--- config.mk ---
export PLATFORM = sky130hd
export DESIGN_NAME = sertx_core
export DESIGN_NICKNAME = d
export VERILOG_FILES = /design/src/rtl/sertx_pkg.sv /design/src/rtl/sertx_fifo.sv /design/src/rtl/sertx_shifter.sv /design/src/rtl/sertx_core.sv
export SDC_FILE = /design/constraint.sdc
export NUM_CORES = 1
export LEC_CHECK = 0
export CORE_MARGIN = 4
export CORE_UTILIZATION = 43
export DETAILED_ROUTE_END_ITERATION = 16
export DONT_BUFFER_PORTS = 1
export GPL_TIMING_DRIVEN = 0
export HOLD_SLACK_MARGIN = 0.15
export PLACE_DENSITY = 0.69
export SLEW_MARGIN = 20
export SYNTH_ARGS = -nofsm -noshare
export SYNTH_HDL_FRONTEND = slang
export SYNTH_SLANG_ARGS = --single-unit
export TNS_END_PERCENT = 5
--- constraint.sdc ---
create_clock -name clk -period 3.1 [get_ports clk]
set_input_delay 0.62 -clock clk [delete_from_list [all_inputs] [get_ports clk]]
set_output_delay 0.62 -clock clk [all_outputs]
set_load 0.05 [all_outputs]
--- src/rtl/sertx_pkg.sv ---
package sertx_pkg;

    typedef enum logic [1:0] {
        PAR_ODD   = 2'b00,
        PAR_EVEN  = 2'b01,
        PAR_MARK  = 2'b10,
        PAR_SPACE = 2'b11
    } par_mode_e;

    typedef enum logic [2:0] {
        PH_IDLE,
        PH_START,
        PH_DATA,
        PH_PAR,
        PH_STOP
    } phase_e;

    typedef struct packed {
        logic [1:0] wsel;
        logic       two_stop;
        logic       par_en;
        par_mode_e  pmode;
    } frame_cfg_t;

    // Parity bit to send, given whether the data already holds an odd count of ones
    function automatic logic mode_parity(logic ones_odd, par_mode_e m);
        case (m)
            PAR_ODD:  return ~ones_odd;
            PAR_EVEN: return ones_odd;
            PAR_MARK: return 1'b1;
            default:  return 1'b0;
        endcase
    endfunction

endpackage

--- src/rtl/sertx_fifo.sv ---
module sertx_fifo #(
    parameter int DW    = 8,
    parameter int DEPTH = 16
) (
    input  logic          clk,
    input  logic          rst,
    input  logic          clr,
    input  logic          push,
    input  logic [DW-1:0] din,
    input  logic          pop,
    output logic [DW-1:0] dout,
    output logic          empty,
    output logic          full
);
    localparam int AW = (DEPTH > 1) ? $clog2(DEPTH) : 1;
    localparam int CW = $clog2(DEPTH + 1);

    logic [DW-1:0] mem [DEPTH];
    logic [AW-1:0] wr_ptr, rd_ptr;
    logic [CW-1:0] count;
    logic          push_ok, pop_ok;

    function automatic logic [AW-1:0] ptr_next(logic [AW-1:0] p);
        return (p == AW'(DEPTH - 1)) ? '0 : p + AW'(1);
    endfunction

    assign empty   = (count == '0);
    assign full    = (count == CW'(DEPTH));
    assign push_ok = push & ~full & ~clr;
    assign pop_ok  = pop & ~empty & ~clr;
    assign dout    = mem[rd_ptr];

    always_ff @(posedge clk) begin
        if (rst || clr) begin
            wr_ptr <= '0;
            rd_ptr <= '0;
            count  <= '0;
        end else begin
            if (push_ok) wr_ptr <= ptr_next(wr_ptr);
            if (pop_ok)  rd_ptr <= ptr_next(rd_ptr);
            case ({push_ok, pop_ok})
                2'b10:   count <= count + CW'(1);
                2'b01:   count <= count - CW'(1);
                default: count <= count;
            endcase
        end
    end

    always_ff @(posedge clk) begin
        if (push_ok) mem[wr_ptr] <= din;
    end

endmodule

--- src/rtl/sertx_shifter.sv ---
module sertx_shifter
    import sertx_pkg::*;
#(
    parameter int DW  = 8,
    parameter int OSR = 16
) (
    input  logic          clk,
    input  logic          rst,
    input  logic          tick,
    input  logic          tx_en,
    input  logic          avail,
    input  logic [DW-1:0] din,
    input  frame_cfg_t    cfg,
    output logic          take,
    output logic          line,
    output logic          busy
);
    localparam int SW = $clog2(OSR);
    localparam int IW = $clog2(DW);

    phase_e        phase;
    logic [SW-1:0] sub;
    logic [IW-1:0] idx, last_idx;
    logic [DW-1:0] shreg, mask;
    logic          par_q, par_on, two_q, stop_idx;
    logic          bit_end, frame_end, can_load;

    always_comb begin
        for (int i = 0; i < DW; i++) begin
            mask[i] = (i <= DW - 4 + int'(cfg.wsel));
        end
    end

    assign bit_end   = tick && (phase != PH_IDLE) && (sub == SW'(OSR - 1));
    assign frame_end = bit_end && (phase == PH_STOP) && (stop_idx == two_q);
    assign can_load  = tx_en & avail;
    assign take      = can_load && ((phase == PH_IDLE) || frame_end);
    assign busy      = (phase != PH_IDLE);

    always_comb begin
        case (phase)
            PH_START: line = 1'b0;
            PH_DATA:  line = shreg[0];
            PH_PAR:   line = par_q;
            default:  line = 1'b1;
        endcase
    end

    always_ff @(posedge clk) begin
        if (rst) begin
            phase    <= PH_IDLE;
            sub      <= '0;
            idx      <= '0;
            last_idx <= '0;
            shreg    <= '0;
            par_q    <= 1'b0;
            par_on   <= 1'b0;
            two_q    <= 1'b0;
            stop_idx <= 1'b0;
        end else if (take) begin
            phase    <= PH_START;
            sub      <= '0;
            idx      <= '0;
            last_idx <= IW'(DW - 4 + int'(cfg.wsel));
            shreg    <= din & mask;
            par_q    <= mode_parity(^(din & mask), cfg.pmode);
            par_on   <= cfg.par_en;
            two_q    <= cfg.two_stop;
            stop_idx <= 1'b0;
        end else if (tick && phase != PH_IDLE) begin
            sub <= bit_end ? '0 : sub + SW'(1);
            if (bit_end) begin
                case (phase)
                    PH_START: begin
                        phase <= PH_DATA;
                        idx   <= '0;
                    end
                    PH_DATA: begin
                        if (idx == last_idx) begin
                            phase    <= par_on ? PH_PAR : PH_STOP;
                            stop_idx <= 1'b0;
                        end else begin
                            idx   <= idx + IW'(1);
                            shreg <= shreg >> 1;
                        end
                    end
                    PH_PAR: begin
                        phase    <= PH_STOP;
                        stop_idx <= 1'b0;
                    end
                    PH_STOP: begin
                        if (stop_idx == two_q) phase <= PH_IDLE;
                        else                   stop_idx <= 1'b1;
                    end
                    default: phase <= PH_IDLE;
                endcase
            end
        end
    end

endmodule

--- src/rtl/sertx_core.sv ---
module sertx_core
    import sertx_pkg::*;
#(
    parameter int DATA_W     = 8,
    parameter int FIFO_DEPTH = 16,
    parameter int OSR        = 16
) (
    input  logic              clk,
    input  logic              rst,
    input  logic              tick,
    input  logic              wr_en,
    input  logic [DATA_W-1:0] wr_data,
    input  logic              fifo_clr,
    input  logic              tx_en,
    input  logic [1:0]        word_sel,
    input  logic              two_stop,
    input  logic              par_en,
    input  logic [1:0]        par_mode,
    input  logic              brk,
    output logic              txd,
    output logic              hold_empty,
    output logic              tx_empty
);
    logic [DATA_W-1:0] q_head;
    logic              q_empty, q_full, q_pop;
    logic              shf_line, shf_busy;
    logic              txd_q;
    frame_cfg_t        cfg;

    assign cfg.wsel     = word_sel;
    assign cfg.two_stop = two_stop;
    assign cfg.par_en   = par_en;
    assign cfg.pmode    = par_mode_e'(par_mode);

    sertx_fifo #(.DW(DATA_W), .DEPTH(FIFO_DEPTH)) u_fifo (
        .clk   (clk),
        .rst   (rst),
        .clr   (fifo_clr),
        .push  (wr_en),
        .din   (wr_data),
        .pop   (q_pop),
        .dout  (q_head),
        .empty (q_empty),
        .full  (q_full)
    );

    sertx_shifter #(.DW(DATA_W), .OSR(OSR)) u_shift (
        .clk   (clk),
        .rst   (rst),
        .tick  (tick),
        .tx_en (tx_en),
        .avail (~q_empty & ~fifo_clr),
        .din   (q_head),
        .cfg   (cfg),
        .take  (q_pop),
        .line  (shf_line),
        .busy  (shf_busy)
    );

    // Registered line output with break override
    always_ff @(posedge clk) begin
        if (rst) txd_q <= 1'b1;
        else     txd_q <= shf_line & ~brk;
    end

    logic unused_full;
    assign unused_full = q_full;

    assign txd        = txd_q;
    assign hold_empty = q_empty;
    assign tx_empty   = q_empty & ~shf_busy;

endmodule

==> run_results.csv <==
group,metric,value,unit
sta,fmax,344.6,MHz
routing,wl_per_cell,19.36,microns
global_routing,grtUsageMet2,27.30,%
floorplan,ioPinCount,24,
clock_tree,cts.sinks,171,
global_routing,grt_pass1_vias,4355,
placement,dp_hpwl,9920,microns
floorplan,initial_core_util,44.34,%
pwr,vdd_drop_max,429.5,uV
routing,drcViolationCount,0,
pwr,power_density,563.0,mW/mm^2
sta,finalHoldViolCount,0,
cells_and_area,n_fill_cell,1327,
routing,via_per_inst,5.535,
min_path,min-delay-path-class,"input port to flip-flop",
sta,report.final.slew_viol_count,0,
sta,period_needed,2.902,ns
cells_and_area,final_core_util,50.52,%
run_status,status,"finished, final reports clean",
global_routing,globalRouteTotalUtil,16.66,%
run,max-cap-violations,0,
sta,finalClockSkew,0.007976,ns
sta,period_share,93.61,%
critical_path,crit_path_start_kind,"flip-flop",
sta,setup_viol,0,
global_routing,grt_max_degree,18,
synthesis,synthCells,510,
clock_tree,cts.path.max_buffers,2,
synthesis,avgSynthCellArea,13.96,sq um
global_routing,grt_pass1_wl,23370,microns
cells_and_area,area_delta_synth_final,13.93,%
global_routing,grt_use_met3,4.743,%
cells_and_area,antennaDiodeCount,0,
routing,wl,14730,microns
floorplan,die_h,136.7,microns
global_routing,grt_overflow,0,
synthesis,synth_seq_area_share,66.07,%
floorplan,fp.dieW,136.7,microns
sta,timing.final.ws_setup,0.1981,ns
synthesis,synth_ff_type,"edfxtp_1",
routing,dr.pass1.iters,5,
clock_tree,clkTransAtPathRegs,0.07,ns
pwr,cellLeakagePower,2.569,nW
critical_path,required,3.46,ns
global_routing,grt_busiest_layer,"met2",
critical_path,worstPathMaxFanout,12,
sta,worst_pin_slew,0.9239,ns
synthesis,syn_area,0.007121,sq mm
placement,gp_congestion,0.8289,
global_routing,use_met1,22.26,%
routing,drt_iter0_markers,302,
synthesis,async_reset_ff_share,0,%
floorplan,rows,46,
routing,ant_nets,0,
synthesis,ys_seq_elements,171,
placement,port_buffers,0,
critical_path,cp.arrival,3.26,ns
floorplan,die_area,0.01868,sq mm
synthesis,synth-edff-count,128,
synthesis,yosysWarnings,0,
sta,worst_slew_margin_rel,38.18,%
critical_path,endpoint_kind,"flip-flop",
clock_tree,h-tree-depth,4,
global_routing,antenna_found_initial,0,
clock_tree,numCtsBuffers,17,
cells_and_area,layout_common_cells,"edfxtp_1 (128), nand2_1 (51), nor2_1 (45)",
placement,place_ws,-0.4645,ns
cells_and_area,nNetsFinal,564,
synthesis,synth_cell_types,47,
floorplan,core_area,0.01606,sq mm
clock_tree,cts_tree,"yes",
critical_path,crit_type,"flip-flop to flip-flop",
cells_and_area,drive_above_1_share,18.17,%
routing,vias,4212,
clock_tree,insertion_delay,0.42,ns
clock_tree,root_buffer,"clkbuf_16",
synthesis,syn-num-nets,542,
cells_and_area,layout_commonest_cell,"edfxtp_1",
clock_tree,hold_buffers,0,
power breakdown:
part           internal, mW  switching, mW  total, mW  leakage, nW
Clock                  1.05          0.929       1.98        0.270
Combinational        0.0459         0.0622      0.108        0.794
Sequential             2.47        0.00962       2.48         1.51
Yosys cell counts (2+ instances only):
master	instances	area [sq um]
edfxtp_1	128	3844
nand2_1	51	191.4
nor2_1	45	168.9
dfxtp_1	43	860.8
a21oi_1	36	180.2
mux2i_1	23	230.2
mux4_2	23	518.0
a22oi_1	18	135.1
nand3_1	18	90.09
clkbuf_1	17	63.81
ha_1	11	137.6
xor2_1	10	87.58
o21ai_0	9	45.04
inv_1	8	30.03
xnor2_1	8	70.07
nor3_1	7	35.03
nor2b_1	6	37.54
buf_2	5	25.02
nand2b_1	5	31.28
a211oi_1	4	30.03
nor4b_1	3	26.28
a311oi_1	2	17.52
a31oi_1	2	12.51
buf_1	2	7.510
nor4_1	2	12.51
o21bai_1	2	15.01
or3_1	2	12.51
registers in the layout (all words and copies together), names as in the netlist, 3 cells and up, named ones only:
register          flops
u_fifo.mem          128
u_shift.shreg         8
u_fifo.count          5
u_fifo.rd_ptr         4
u_fifo.wr_ptr         4
u_shift.sub           4
u_shift.idx           3
u_shift.last_idx      3
u_shift.phase         3
critical path, cell delays in order, from the launching register on:
cell and delay (ns):
dfxtp_4 0.36, o311a_4 0.39, nand3_4 0.12, o21ai_1 0.07, nand3_1 0.13, inv_2 0.13, ha_4 0.19, buf_6 0.13
xor2_2 0.12, ha_2 0.22, o21ai_1 0.06, a21oi_1 0.15, a21oi_1 0.09, xor2_1 0.17, or3_1 0.37, a21oi_2 0.13
path summary, 6_finish.rpt:
check                     end  cells past startpoint        startpoint  slack [ns]
max           u_fifo.count[4]                     15  u_shift.phase[0]        0.20
min          u_fifo.mem[8][5]                      0        wr_data[5]        0.29
max reg2reg   u_fifo.count[4]                     15  u_shift.phase[0]        0.20
min reg2reg  u_shift.shreg[4]                      2  u_shift.shreg[4]        0.47
metal layers:
| metal | share of wire, % | wire length [microns] | up-vias |
|---|---|---|---|
| met1 | 45 | 6628 | 2136 |
| li1 | - | - | 1965 |
| met5 | 0 | 0 | - |
| met3 | 5.4 | 799 | 10 |
| met2 | 49 | 7211 | 101 |
| met4 | 0.62 | 92 | 0 |
cell type report:
class                   instances  area (sq um)  area share (%)
repair buffers                  5         37.54          0.4627
plain buffers                  24         117.6           1.450
flip-flops and latches        171          4721           58.19
clock inverters                15         128.9           1.589
inverters                       8         30.03          0.3701
multi-input cells             305          2382           29.36
well taps                     216         270.3           3.331
clock buffers                  17         425.4           5.244
stage by stage:
step,total power [mW],cell area [sq um],hold slack [ns],cells,TNS [ns]
floorplan,2.606,7128,0.4367,510,0
global placement,2.625,7398,0.4462,726,-5.922
detailed placement,2.631,7432,0.4537,727,-0.6390
global route,4.728,8113,0.2639,761,-0.005103
CTS,4.603,8040,0.2723,760,0
finish,4.568,8113,0.2891,761,0
cell families (layout without fill, tap and decap cells):
kind of cell | Yosys count | in the layout | synth area share (%)
mux | 49 | 49 | 11.25
xor+xnor | 19 | 19 | 2.530
flops | 171 | 171 | 66.07
fa+ha+maj | 11 | 11 | 1.933
compound gates | 80 | 80 | 6.976
simple gates | 146 | 146 | 9.208
buf+inv | 34 | 69 | 2.038
timing repair:
| action | in CTS | in global routing |
|---|---|---|
| buffers inserted | 2 | 2 |
| resized for setup | 16 | 20 |
| cloned | 0 | 0 |
| pin swaps | 1 | 8 |
| setup endpoints to repair | 5 | 3 |
(Power assumes the default switching activity.)
